File: src/rtl/pra_pkg.sv
package pra_pkg;

  typedef enum logic {
    PRA_PUNCTURE   = 1'b0,
    PRA_DEPUNCTURE = 1'b1
  } pra_mode_e;

  // Number of set bits among the lowest n bits of a pattern.
  function automatic int pra_ones(input logic [63:0] pat, input int n);
    int c;
    c = 0;
    for (int i = 0; i < n; i++) begin
      if (pat[i]) c++;
    end
    return c;
  endfunction

  // Rank of a kept position: how many kept positions lie below it.
  function automatic int pra_rank(input logic [63:0] pat, input int pos);
    return pra_ones(pat, pos);
  endfunction

endpackage

File: src/rtl/pra_drop_core.sv
module pra_drop_core #(
  parameter int FULL_W = 8,
  parameter int SYM_W = 3,
  parameter logic [FULL_W-1:0] PATTERN = 8'b1011_0110,
  localparam int KEPT = pra_pkg::pra_ones(64'(PATTERN), FULL_W)
) (
  input  logic [FULL_W*SYM_W-1:0] wide_i,
  output logic [KEPT*SYM_W-1:0]   narrow_o
);

  always_comb begin
    int k;
    k = 0;
    narrow_o = '0;
    for (int i = 0; i < FULL_W; i++) begin
      if (PATTERN[i]) begin
        narrow_o[k*SYM_W +: SYM_W] = wide_i[i*SYM_W +: SYM_W];
        k++;
      end
    end
  end

endmodule

File: src/rtl/pra_fill_core.sv
module pra_fill_core #(
  parameter int FULL_W = 8,
  parameter int SYM_W = 3,
  parameter logic [FULL_W-1:0] PATTERN = 8'b1011_0110,
  parameter logic [SYM_W-1:0] FILL = 3'b100,
  localparam int KEPT = pra_pkg::pra_ones(64'(PATTERN), FULL_W)
) (
  input  logic [KEPT*SYM_W-1:0]   narrow_i,
  output logic [FULL_W*SYM_W-1:0] wide_o
);

  always_comb begin
    int k;
    k = 0;
    wide_o = '0;
    for (int i = 0; i < FULL_W; i++) begin
      if (PATTERN[i]) begin
        wide_o[i*SYM_W +: SYM_W] = narrow_i[k*SYM_W +: SYM_W];
        k++;
      end else begin
        wide_o[i*SYM_W +: SYM_W] = FILL;
      end
    end
  end

endmodule

File: src/rtl/pra_out_reg.sv
module pra_out_reg #(
  parameter int W = 15
) (
  input  logic         clk,
  input  logic         rst,
  input  logic         vld_d,
  input  logic [W-1:0] dat_d,
  output logic         vld_q,
  output logic [W-1:0] dat_q
);

  always_ff @(posedge clk) begin
    if (rst) begin
      vld_q <= 1'b0;
      dat_q <= '0;
    end else begin
      vld_q <= vld_d;
      dat_q <= dat_d;
    end
  end

endmodule

File: src/rtl/pra_unit.sv
module pra_unit #(
  parameter int FULL_W = 8,
  parameter int SYM_W = 3,
  parameter logic [FULL_W-1:0] PATTERN = 8'b1011_0110,
  parameter pra_pkg::pra_mode_e MODE = pra_pkg::PRA_PUNCTURE,
  parameter logic [SYM_W-1:0] FILL = 3'b100,
  localparam int KEPT = pra_pkg::pra_ones(64'(PATTERN), FULL_W),
  localparam int WIDE_W = FULL_W * SYM_W,
  localparam int NARROW_W = KEPT * SYM_W,
  localparam int IN_W = (MODE == pra_pkg::PRA_PUNCTURE) ? WIDE_W : NARROW_W,
  localparam int OUT_W = (MODE == pra_pkg::PRA_PUNCTURE) ? NARROW_W : WIDE_W
) (
  input  logic             clk,
  input  logic             rst,
  input  logic             in_valid,
  input  logic [IN_W-1:0]  in_data,
  output logic             out_valid,
  output logic [OUT_W-1:0] out_data
);

  logic [OUT_W-1:0] mapped;

  generate
    if (MODE == pra_pkg::PRA_PUNCTURE) begin : g_drop
      pra_drop_core #(
        .FULL_W (FULL_W),
        .SYM_W  (SYM_W),
        .PATTERN(PATTERN)
      ) u_core (
        .wide_i  (in_data),
        .narrow_o(mapped)
      );
    end else begin : g_fill
      pra_fill_core #(
        .FULL_W (FULL_W),
        .SYM_W  (SYM_W),
        .PATTERN(PATTERN),
        .FILL   (FILL)
      ) u_core (
        .narrow_i(in_data),
        .wide_o  (mapped)
      );
    end
  endgenerate

  pra_out_reg #(
    .W(OUT_W)
  ) u_reg (
    .clk  (clk),
    .rst  (rst),
    .vld_d(in_valid),
    .dat_d(mapped),
    .vld_q(out_valid),
    .dat_q(out_data)
  );

endmodule

File: config.mk
export PLATFORM = sky130hd
export DESIGN_NAME = pra_unit
export DESIGN_NICKNAME = d
export VERILOG_FILES = /design/src/rtl/pra_pkg.sv /design/src/rtl/pra_drop_core.sv /design/src/rtl/pra_fill_core.sv /design/src/rtl/pra_out_reg.sv /design/src/rtl/pra_unit.sv
export SDC_FILE = /design/constraint.sdc
export NUM_CORES = 1
export LEC_CHECK = 0
export ABC_AREA = 0
export BUFFER_PORTS_ARGS = -buffer_cell sky130_fd_sc_hd__buf_2
export CAP_MARGIN = 25
export CORE_AREA = 4 4 41 43
export CTS_CLUSTER_SIZE = 8
export DETAILED_ROUTE_END_ITERATION = 10
export DIE_AREA = 0 0 45 47
export GPL_TIMING_DRIVEN = 0
export HOLD_SLACK_MARGIN = 0.03
export PLACE_DENSITY = 0.81
export SLEW_MARGIN = 40
export SYNTH_ARGS = -nofsm -noshare
export SYNTH_HDL_FRONTEND = slang
export SYNTH_SLANG_ARGS = --single-unit
File: constraint.sdc
create_clock -name clk -period 0.8 [get_ports clk]
set_input_delay 0.04 -clock clk [delete_from_list [all_inputs] [get_ports clk]]
set_output_delay 0.04 -clock clk [all_outputs]
set_load 0.1 [all_outputs]
After elaboration in Yosys (flattened, before gate mapping)
Cells that the tools add are included.
W data, S select, Z words.
{"block": "word_totals", "reg_bits": 16, "input_bits": 27, "rom_bits": 0, "out_inout_bits": 16, "ramBits": 0, "latchBits": 0, "n_memories": 0}
{"block": "op_classes", "n_div": 0, "muxes": 0, "n_addsub": 0, "multipliers": 0, "n_shift": 0, "n_bitwise": 0, "n_reduce_logical": 0, "n_eq_ne": 0, "n_lt_le_gt_ge": 0}

Depth between registers and ports, before layout
Gate-level depths: netlist of run 1.
{"block": "logic_depth", "depth_word": 0, "ltp_mapped": 2, "depth_no_buf": 1}

Cells and area by module
Synthesis of run 1 repeated with hierarchy kept, for this count alone.
{"block": "hier_totals", "cells_unflattened": 48, "area_unflattened_um2": 576.8}
{"mod": "pra_out_reg", "cells_per_inst": 33, "seq_area_each_um2": 320.3, "instances": 1, "area_each_um2": 464.2}
{"mod": "pra_drop_core", "cells_per_inst": 15, "seq_area_each_um2": 0.0, "instances": 1, "area_each_um2": 112.6}

Worst setup path after synthesis of run 1
Ideal clock, no wire load.
{"block": "synth_path", "path_kind": "reg2out", "startpoint": "reg u_reg.dat_q[0]", "endpoint": "out out_data[0]", "path_buffers": 0, "setup_slack_ns": -0.149, "arrival_time_ns": 0.909, "required_time_ns": 0.760, "path_stages_with_launch": 1, "cell_sequence": "dfxtp_1"}
{"element": "start, declared", "line": "pra_out_reg.sv:9", "rtl": "output logic [W-1:0] dat_q"}
{"element": "start signal, assigned", "line": "pra_out_reg.sv:18", "rtl": "dat_q <= dat_d;"}
{"element": "end, declared", "line": "pra_unit.sv:18", "rtl": "output logic [OUT_W-1:0] out_data"}
No word-level cell between the ends.

Worst setup path after layout of run 1
{"block": "layout_path", "startpoint": "reg u_reg.dat_q[14]", "endpoint": "out out_data[14]"}
No word-level cell between the ends.

==> flow_summary.toml, run 1 <==
[status]
status = "finished, violations left"
violated_checks = "setup timing"

[global_route]
grt.total_usage = 0.153
grt_first_pass_wirelength_um = 2190
grt_pass1_vias = 503
overflow = 0
grt_start_max_net_pins = 11
antenna_violations_before_repair = 0

[timing]
period_utilization = 1.05
finalHoldViolations = 0
worst_pin_slew_ps = 118
layout_setup_ws_ps = -41.2
min_period_ps = 841
maxSlewHeadroom = 0.921
grt_setup_unrepaired = "yes"
report.final.slew_viol_count = 0
final.setup.tns_ps = -516
fmaxAchievable_ghz = 1.19
setup_violations_final = 16

[synth]
ys_ff_latch = 16
synth_adder_area_share = 0
synth.net_count = 60
synth_area_per_cell_um2 = 14.1
synth_seq_area_share = 0.690
netlist_instances = 33
synth_xor_xnor_area_share = 0
share_of_the_synthesized_area_in_compound_gates_ao_oa_aoi_oai = 0
synth_area_um2 = 464
netlist.area_leader.share = 0.690
fraction_of_synthesized_area_in_multiplexers = 0
netlist-cell-type-count = 5
synth_top_area_cell = "dfxtp_1"
ys_warn_count = 0
yosys.area_share.simple = 0.286
most_area_consuming_cells_after_synthesis = "dfxtp_1 69%, nor2b_2 13%, and2b_2 11%"
dominant_combinational_cell_family_by_area_after_synthesis = "simple AND/OR/NAND/NOR gates"

[flow_run]
max-cap-violations = 0

[placed_design]
post-place-ws_ps = 49.9
placed_cell_area_um2 = 668
buffer_ports.inserted = 33
gpl.final_weighted_congestion = 0.629

[floorplanning]
core_mm2 = 0.00130
die_area_mm2 = 0.00212
die-height_um = 47
design.portCount = 43
fp-row-count = 13
dieWidth_um = 45
initial_core_util = 0.357

[power]
p_comb_frac = 0.337
portion_of_total_power_attributed_to_sequential_cells = 0.459
design_power_total_w = 0.00193
internal-power_w = 0.00130
p_leak_nw = 0.490
peakVddDrop_mv = 1.16
p_per_area_mw_per_mm2 = 1770
netSwitchingFraction = 0.327
net-switching-power_w = 0.000629
power_frac_clock = 0.204

[setup_path]
required_ps = 760
timing.critical_path.to_type = "output port"
path_cells = "buf_12"
critical_path.endpoint = "out_data[14]"
timing.critical_path.from_type = "flop"
critical-path-top-delay-family = "flip-flops"
timing.critical_path.slowest_stage_cell = "dfxtp_2"
path_max_fanout = 1
worst_setup_path_startpoint = "u_reg.dat_q[14]$_SDFF_PP0_"
cp_num_buf_inv = 1
worstPathArrival_ps = 800
criticalPathCategory = "reg -> out"
timing.critical_path.slowest_cell_delay_ps = 350
worst-path-stages = 1

[clock_tree]
tritoncts_num_sinks = 16
cts.path.max_buffers = 2
numCtsBuffers = 3
clock_tree.root_cell = "clkbuf_4"
htree_num_levels = 1
cts_tree = "yes"
clkSlewWorstSetupHoldPaths_ps = 90

[final_layout]
most_common_library_cell_in_the_layout_ignoring_fill_and_taps = "buf_2"
drive_gt1_frac = 0.776
n_antenna_cell = 0
n_fill_cell = 76
area_of_the_multi_input_gates_um2 = 133
finish.net_count = 114
postLayoutCellArea_mm2 = 0.00109
synthToLayoutAreaGrowth_pct = 135
reg_area_um2 = 340
final_cell_mix = "17 x buf_2, 16 x dlygate4sd3_1, 16 x buf_12, 16 x dfxtp_2, 7 x nor2b_2"

[drt]
wirelength_um = 1310
final_antenna_net_count = 0
drc = 0
drtIter0Drc = 1
drt-vias-per-instance = 4.18
first_pass_drt_iterations = 2
via_count = 418
post_drt_wl_per_cell_um = 13.1

[hold_path]
holdPathStages = 2
worst_hold_check_path_type = "in -> reg"
==> worst min path at each step <==
stage	start	endpoint	slack, ps
after floorplan	in_data[16]	u_reg.dat_q[10]$_SDFF_PP0_	170
after global placement	in_data[13]	u_reg.dat_q[7]$_SDFF_PP0_	250
after detailed placement	in_data[13]	u_reg.dat_q[7]$_SDFF_PP0_	250
after CTS	rst	u_reg.dat_q[12]$_SDFF_PP0_	120
after global routing	rst	u_reg.dat_q[12]$_SDFF_PP0_	120
final	rst	u_reg.dat_q[0]$_SDFF_PP0_	130
==> power by group through the flow <==
stage               clock network, W  logic [W]  registers (W)
finish                      0.000393   0.000649       0.000885
global route                0.000464   0.000670       0.000890
CTS                         0.000409   0.000643       0.000884
detailed placement                 0   0.000452       0.000875
global placement                   0   0.000449       0.000872
floorplan                          0  0.0000497        0.00119
==> registers in the layout, summed over array words and instances (netlist names) <==
name         count
u_reg.dat_q     15
u_reg.vld_q      1
==> cells by family (layout without fill, tap and decap cells) <==
logic type | after synthesis | count (layout)
buf+inv | 1 | 53
flops | 16 | 16
simple gates | 16 | 16
==> final cells by class <==
type | instances | share of cell area
clock buffers | 3 | 0.0206
flip-flops and latches | 16 | 0.312
multi-input cells | 16 | 0.122
repair buffers | 49 | 0.518
plain buffers | 1 | 0.0103
well taps | 15 | 0.0172
==> synth_stat cells <==
| cell | instances |
|---|---|
| nor2b_2 | 7 |
| dfxtp_1 | 16 |
| buf_6 | 1 |
| nor2b_1 | 3 |
| and2b_2 | 6 |
==> per-stage QoR <==
step / utilization / hold slack, ps / std cells
2_1_floorplan: - / 168 / 33
6_report: 0.838 / 132 / 100
3_3_place_gp: 0.513 / 249 / 81
5_1_grt: 0.838 / 123 / 100
4_1_cts: 0.838 / 117 / 100
3_5_place_dp: 0.513 / 254 / 81
==> repair_timing <==
item,4_1_cts,5_1_grt
buffers inserted,0,0
setup endpoints to repair,16,16
hold endpoints to repair,16,0
hold buffers,16,0
resized for setup,64,0
==> per-layer routing <==
metal,global-route usage,vias up,share of wire
met5,0,-,0
met4,0.0702,0,0.0053
met3,0.0690,2,0.12
met2,0.280,25,0.52
met1,0.146,185,0.35
li1,-,206,-
(Power assumes the default switching activity.)
==> run 2: changes to the inputs <==
--- a/config.mk
+++ b/config.mk
@@ -8,13 +8,13 @@
 export ABC_AREA = 0
 export BUFFER_PORTS_ARGS = -buffer_cell sky130_fd_sc_hd__buf_2
 export CAP_MARGIN = 25
-export CORE_AREA = 4 4 41 43
+export CORE_MARGIN = 4
+export CORE_UTILIZATION = 34
 export CTS_CLUSTER_SIZE = 8
 export DETAILED_ROUTE_END_ITERATION = 10
-export DIE_AREA = 0 0 45 47
 export GPL_TIMING_DRIVEN = 0
 export HOLD_SLACK_MARGIN = 0.03
-export PLACE_DENSITY = 0.81
+export PLACE_DENSITY = 0.8
 export SLEW_MARGIN = 40
 export SYNTH_ARGS = -nofsm -noshare
 export SYNTH_HDL_FRONTEND = slang
==> constraint.sdc (replaced) <==
create_clock -name clk -period 0.9 [get_ports clk]
set_input_delay 0.045 -clock clk [delete_from_list [all_inputs] [get_ports clk]]
set_output_delay 0.045 -clock clk [all_outputs]
set_load 0.1 [all_outputs]
==> flow_summary.toml, run 2 (synthesis results as in run 1) <==
[final_layout]
n_fill_cell = 82
drive_gt1_frac = 0.779
post_layout_nonfiller_instances = 101
top_register = "u_reg.dat_q"
synthToLayoutAreaGrowth_pct = 119
most_common_library_cell_in_the_layout_ignoring_fill_and_taps = "buf_2"
final_util = 0.780
n_antenna_cell = 0
reg.largest.list = "u_reg.dat_q x15, u_reg.vld_q x1"
max_reg_flops = 15
finish.net_count = 114
final_cell_mix = "17 x buf_2, 16 x dlygate4sd3_1, 16 x dfxtp_2"

[clock_tree]
numCtsBuffers = 3
tritoncts_num_sinks = 16
htree_num_levels = 1
clock_tree.root_cell = "clkbuf_4"
cts_tree = "yes"
cts.path.max_buffers = 2
clkSlewWorstSetupHoldPaths_ps = 100

[timing]
maxSlewHeadroom = 0.866
report.final.slew_viol_count = 0
worst_pin_slew_ps = 202
final.setup.tns_ps = 0
period_utilization = 0.973
finalHoldViolations = 0
fin_worst_hold_slack_ps = 111
min_period_ps = 875
grt_setup_unrepaired = "no"
fmaxAchievable_ghz = 1.14
setup_violations_final = 0

[placed_design]
buffer_ports.inserted = 33
gpl.final_weighted_congestion = 0.589
place.detailed.instances = 81
dp_hpwl_um = 642

[power]
p_per_area_mw_per_mm2 = 1750
design_power_total_w = 0.00178
power_frac_clock = 0.268
netSwitchingFraction = 0.326
peakVddDrop_mv = 1.01
p_comb_frac = 0.296
net-switching-power_w = 0.000580
p_leak_nw = 0.471
portion_of_total_power_attributed_to_sequential_cells = 0.436
internal-power_w = 0.00120

[floorplanning]
initial_core_util = 0.357
die_area_mm2 = 0.00202
fp-row-count = 13
design.portCount = 43
dieWidth_um = 45.0
core_mm2 = 0.00130
die-height_um = 45.0

[setup_path]
worstPathArrival_ps = 830
timing.critical_path.from_type = "flop"
timing.critical_path.slowest_stage_cell = "dfxtp_2"
criticalPathCategory = "reg -> out"
timing.critical_path.to_type = "output port"
path_max_fanout = 1
cp_num_buf_inv = 1
timing.critical_path.slowest_cell_delay_ps = 350
critical-path-top-delay-family = "flip-flops"
path_cells = "buf_8"
required_ps = 850

[hold_path]
worst_hold_check_path_type = "in -> reg"
holdPathStages = 2
timing.hold.worst.start = "rst"
timing.hold.worst_endpoint = "u_reg.dat_q[11]$_SDFF_PP0_"

[drt]
drc = 0
route.top_layer_used = "met4"
drt-vias-per-instance = 4.22
final_antenna_net_count = 0
post_drt_wl_per_cell_um = 11.0
drtIter0Drc = 3
wirelength_um = 1110
routed-wl-met3_um = 153
met2RoutedLength_um = 522
met1_length_um = 405
via_count = 426
first_pass_drt_iterations = 4

[global_route]
grt_start_max_net_pins = 11
overflow = 0
grt.total_usage = 0.114
grt_first_pass_wirelength_um = 1610
grt_pass1_vias = 418
antenna_violations_before_repair = 0

[status]
status = "completed"

[flow_run]
max-cap-violations = 0
## run 2: cell types whose count changed in the layout (fill, tap and decap cells not counted)
cell and delta:
buf_12 -15, buf_6 +4, buf_8 +11, clkbuf_8 +1
## run 2: repair_timing
| item | CTS | global route |
|---|---|---|
| endpoints found under the setup margin | 16 | 12 |
| setup buffers | 0 | 0 |
| hold endpoints to repair | 16 | 0 |
| gates cloned | 0 | 0 |
| resized for setup | 32 | 13 |
| hold buffers | 16 | 0 |
## run 2: per-layer routing
layer / global-route usage / up-vias
li1: - / 204
met1: 0.115 / 191
met2: 0.181 / 28
met3: 0.0598 / 3
met4: 0.0760 / 0
met5: 0 / -
## run 2: cell type report
class                      instances  area, um2  share of cell area
buffer                             1       11.3              0.0111
clock buffer                       4       36.3              0.0358
multi-input combinational         16        133               0.131
sequential                        16        340               0.335
tap                               15       18.8              0.0185
timing repair buffer              49        475               0.469
## run 2: stage by stage
stage               area (um2)  setup slack [ps]
finish                    1010              24.7
global route              1010             0.681
detailed placement         668               147
global placement           668               155
CTS                        965              6.45
floorplan                  484               229
## run 2: how the worst max path moves through the flow
stage	startpoint	endpoint	slack, ps	cells after the start
final	u_reg.dat_q[4]$_SDFF_PP0_	out_data[4]	20	1
after global routing	u_reg.dat_q[13]$_SDFF_PP0_	out_data[13]	0.7	1
after CTS	u_reg.vld_q$_SDFF_PP0_	out_valid	6	1
after detailed placement	u_reg.vld_q$_SDFF_PP0_	out_valid	150	1
after global placement	u_reg.dat_q[11]$_SDFF_PP0_	out_data[11]	150	1
after floorplan	u_reg.dat_q[0]$_SDFF_PP0_	out_data[0]	230	0
## run 2: power by group through the flow
stage                     Sequential, W  Clock [W]  Combinational, W
after floorplan                 0.00106          0         0.0000441
after global placement         0.000775          0          0.000398
after detailed placement       0.000777          0          0.000401
after CTS                      0.000770   0.000485          0.000502
after global routing           0.000780   0.000506          0.000545
final                          0.000775   0.000476          0.000526
==> run 3: changes to the inputs <==
--- a/config.mk
+++ b/config.mk
@@ -9,7 +9,7 @@
 export BUFFER_PORTS_ARGS = -buffer_cell sky130_fd_sc_hd__buf_2
 export CAP_MARGIN = 25
 export CORE_MARGIN = 4
-export CORE_UTILIZATION = 34
+export CORE_UTILIZATION = 37
 export CTS_CLUSTER_SIZE = 8
 export DETAILED_ROUTE_END_ITERATION = 10
 export GPL_TIMING_DRIVEN = 0
@@ -18,4 +18,5 @@
 export SLEW_MARGIN = 40
 export SYNTH_ARGS = -nofsm -noshare
 export SYNTH_HDL_FRONTEND = slang
+export SYNTH_HIERARCHICAL = 1
 export SYNTH_SLANG_ARGS = --single-unit
==> flow_summary.toml, run 3 <==
[status]
status = "completed"

[timing]
report.final.slew_viol_count = 0
setup_violations_final = 0
finalHoldViolations = 0
fmaxAchievable_ghz = 1.15
maxSlewHeadroom = 0.864
worst_pin_slew_ps = 205
period_utilization = 0.965
layout_setup_ws_ps = 31.9
min_period_ps = 868

[setup_path]
criticalPathCategory = "reg -> out"
critical-path-top-delay-family = "flip-flops"
required_ps = 850
worst-path-stages = 1
timing.critical_path.slowest_stage_cell = "dfxtp_2"
worstPathArrival_ps = 820
path_cells = "buf_6"
cp_num_buf_inv = 1
critical_path.endpoint = "out_data[1]"
timing.critical_path.from_type = "flop"
worst_setup_path_startpoint = "u_reg/dat_q[1]$_SDFF_PP0_"
timing.critical_path.to_type = "output port"
path_max_fanout = 1
timing.critical_path.slowest_cell_delay_ps = 330

[global_route]
grt_first_pass_wirelength_um = 1640
grt.total_usage = 0.114
grt_start_max_net_pins = 11
antenna_violations_before_repair = 0
overflow = 0
grt_pass1_vias = 404

[final_layout]
post_layout_nonfiller_instances = 101
final_cell_mix = "16 x dlygate4sd3_1, 16 x dfxtp_2, 15 x buf_4"
n_antenna_cell = 0
reg.largest.list = "u_reg/dat_q x15, u_reg/vld_q x1"
final_util = 0.749
finish.net_count = 114
postLayoutCellArea_mm2 = 0.00104
max_reg_flops = 15
synthToLayoutAreaGrowth_pct = 79.6
top_register = "u_reg/dat_q"
drive_gt1_frac = 0.779

[drt]
drc = 0
post_drt_wl_per_cell_um = 11.6
drt-vias-per-instance = 3.93
via_count = 397
final_antenna_net_count = 0
wirelength_um = 1180
first_pass_drt_iterations = 2
drtIter0Drc = 1

[synth]
ys_warn_count = 6
netlist_instances = 48
synth_most_common_cell = "dfxtp_1"
share_of_async_settable_or_async_resettable_flops_after_synthesis = 0
synth_area_um2 = 577
netlist-cell-type-count = 6
synth.net_count = 75
synth_area_per_cell_um2 = 12.0
ys_ff_latch = 16
synth_top_area_cell = "dfxtp_1"
synth_xor_xnor_area_share = 0
share_of_the_synthesized_area_in_compound_gates_ao_oa_aoi_oai = 0
fraction_of_synthesized_area_in_multiplexers = 0
dominant_combinational_cell_family_by_area_after_synthesis = "simple AND/OR/NAND/NOR gates"
synth_edf_count = 0
netlist.area_leader.share = 0.555
most_area_consuming_cells_after_synthesis = "dfxtp_1 56%, buf_4 20%, nor2b_2 11%"
ys.flop_type = "dfxtp_1"
synth_seq_area_share = 0.555
synth_adder_area_share = 0
commonest_cells_in_the_netlist = "16 x dfxtp_1, 15 x buf_4, 7 x nor2b_2, 6 x and2b_2, 3 x nor2b_1"
yosys.area_share.simple = 0.230

[hold_path]
worst_hold_check_path_type = "in -> reg"

[placed_design]
gpl.final_weighted_congestion = 0.574
place.detailed.instances = 81
buffer_ports.inserted = 18
post-place-ws_ps = 144
dp_hpwl_um = 695
placed_cell_area_um2 = 706

[floorplanning]
fp-row-count = 13
design.portCount = 43
die_area_mm2 = 0.00225
dieWidth_um = 47.5
initial_core_util = 0.417
die-height_um = 47.5
core_mm2 = 0.00138

[power]
p_leak_nw = 0.479
p_per_area_mw_per_mm2 = 1710
peakVddDrop_mv = 1.12

[clock_tree]
cts_tree = "yes"
numCtsBuffers = 3
clock_tree.root_cell = "clkbuf_4"
htree_num_levels = 1
tritoncts_num_sinks = 16
clkSlewWorstSetupHoldPaths_ps = 90
cts.path.max_buffers = 2

[flow_run]
max-cap-violations = 0
-- run 3: area by class of cell --
class,count,area [um2]
multi-input cells,16,133
flip-flops and latches,16,340
clock buffers,4,36.3
well taps,15,18.8
fillers,79,347
repair buffers,34,384
plain buffers,16,124
-- run 3: repair_timing --
item                                   4_1_cts  5_1_grt
gates cloned                                 0        0
endpoints found under the hold margin       16        0
hold buffers                                16        0
gates resized for setup                     32        9
buffers inserted                             0        0
setup endpoints to repair                   16        9
-- run 3: power breakdown --
group | internal [W] | switching (W)
clock network | 0.000246 | 0.000208
registers | 0.000753 | 0.0000209
logic | 0.000207 | 0.000332
-- run 3: per-layer routing --
metal  vias up  GRT usage  wire length (um)
met5         -          0                 0
met4         0     0.0663                10
met3         2     0.0451               106
met2        20      0.209               645
met1       170      0.104               412
li1        205          -                 -
-- run 3: worst min path at each step --
stage                     start                          to  slack [ps]  depth (start not counted)
floorplan              in_valid      u_reg/vld_q$_SDFF_PP0_         190                          1
global placement    in_data[17]  u_reg/dat_q[11]$_SDFF_PP0_         250                          2
detailed placement   in_data[7]   u_reg/dat_q[4]$_SDFF_PP0_         260                          2
CTS                         rst   u_reg/dat_q[2]$_SDFF_PP0_         120                          2
global route                rst   u_reg/dat_q[1]$_SDFF_PP0_         120                          2
finish                      rst   u_reg/dat_q[2]$_SDFF_PP0_         130                          2
-- run 3: cell families (layout without fill, tap and decap cells) --
group | count (synthesis) | count (layout)
flops | 16 | 16
simple gates | 16 | 16
buf+inv | 16 | 54
-- run 3: stage by stage --
stage          hold slack [ps]  TNS, ps  power (W)
2_1_floorplan              187        0    0.00115
3_3_place_gp               254        0    0.00119
3_5_place_dp               260        0    0.00120
4_1_cts                    121        0    0.00177
5_1_grt                    123    -4.36    0.00183
6_report                   131        0    0.00177
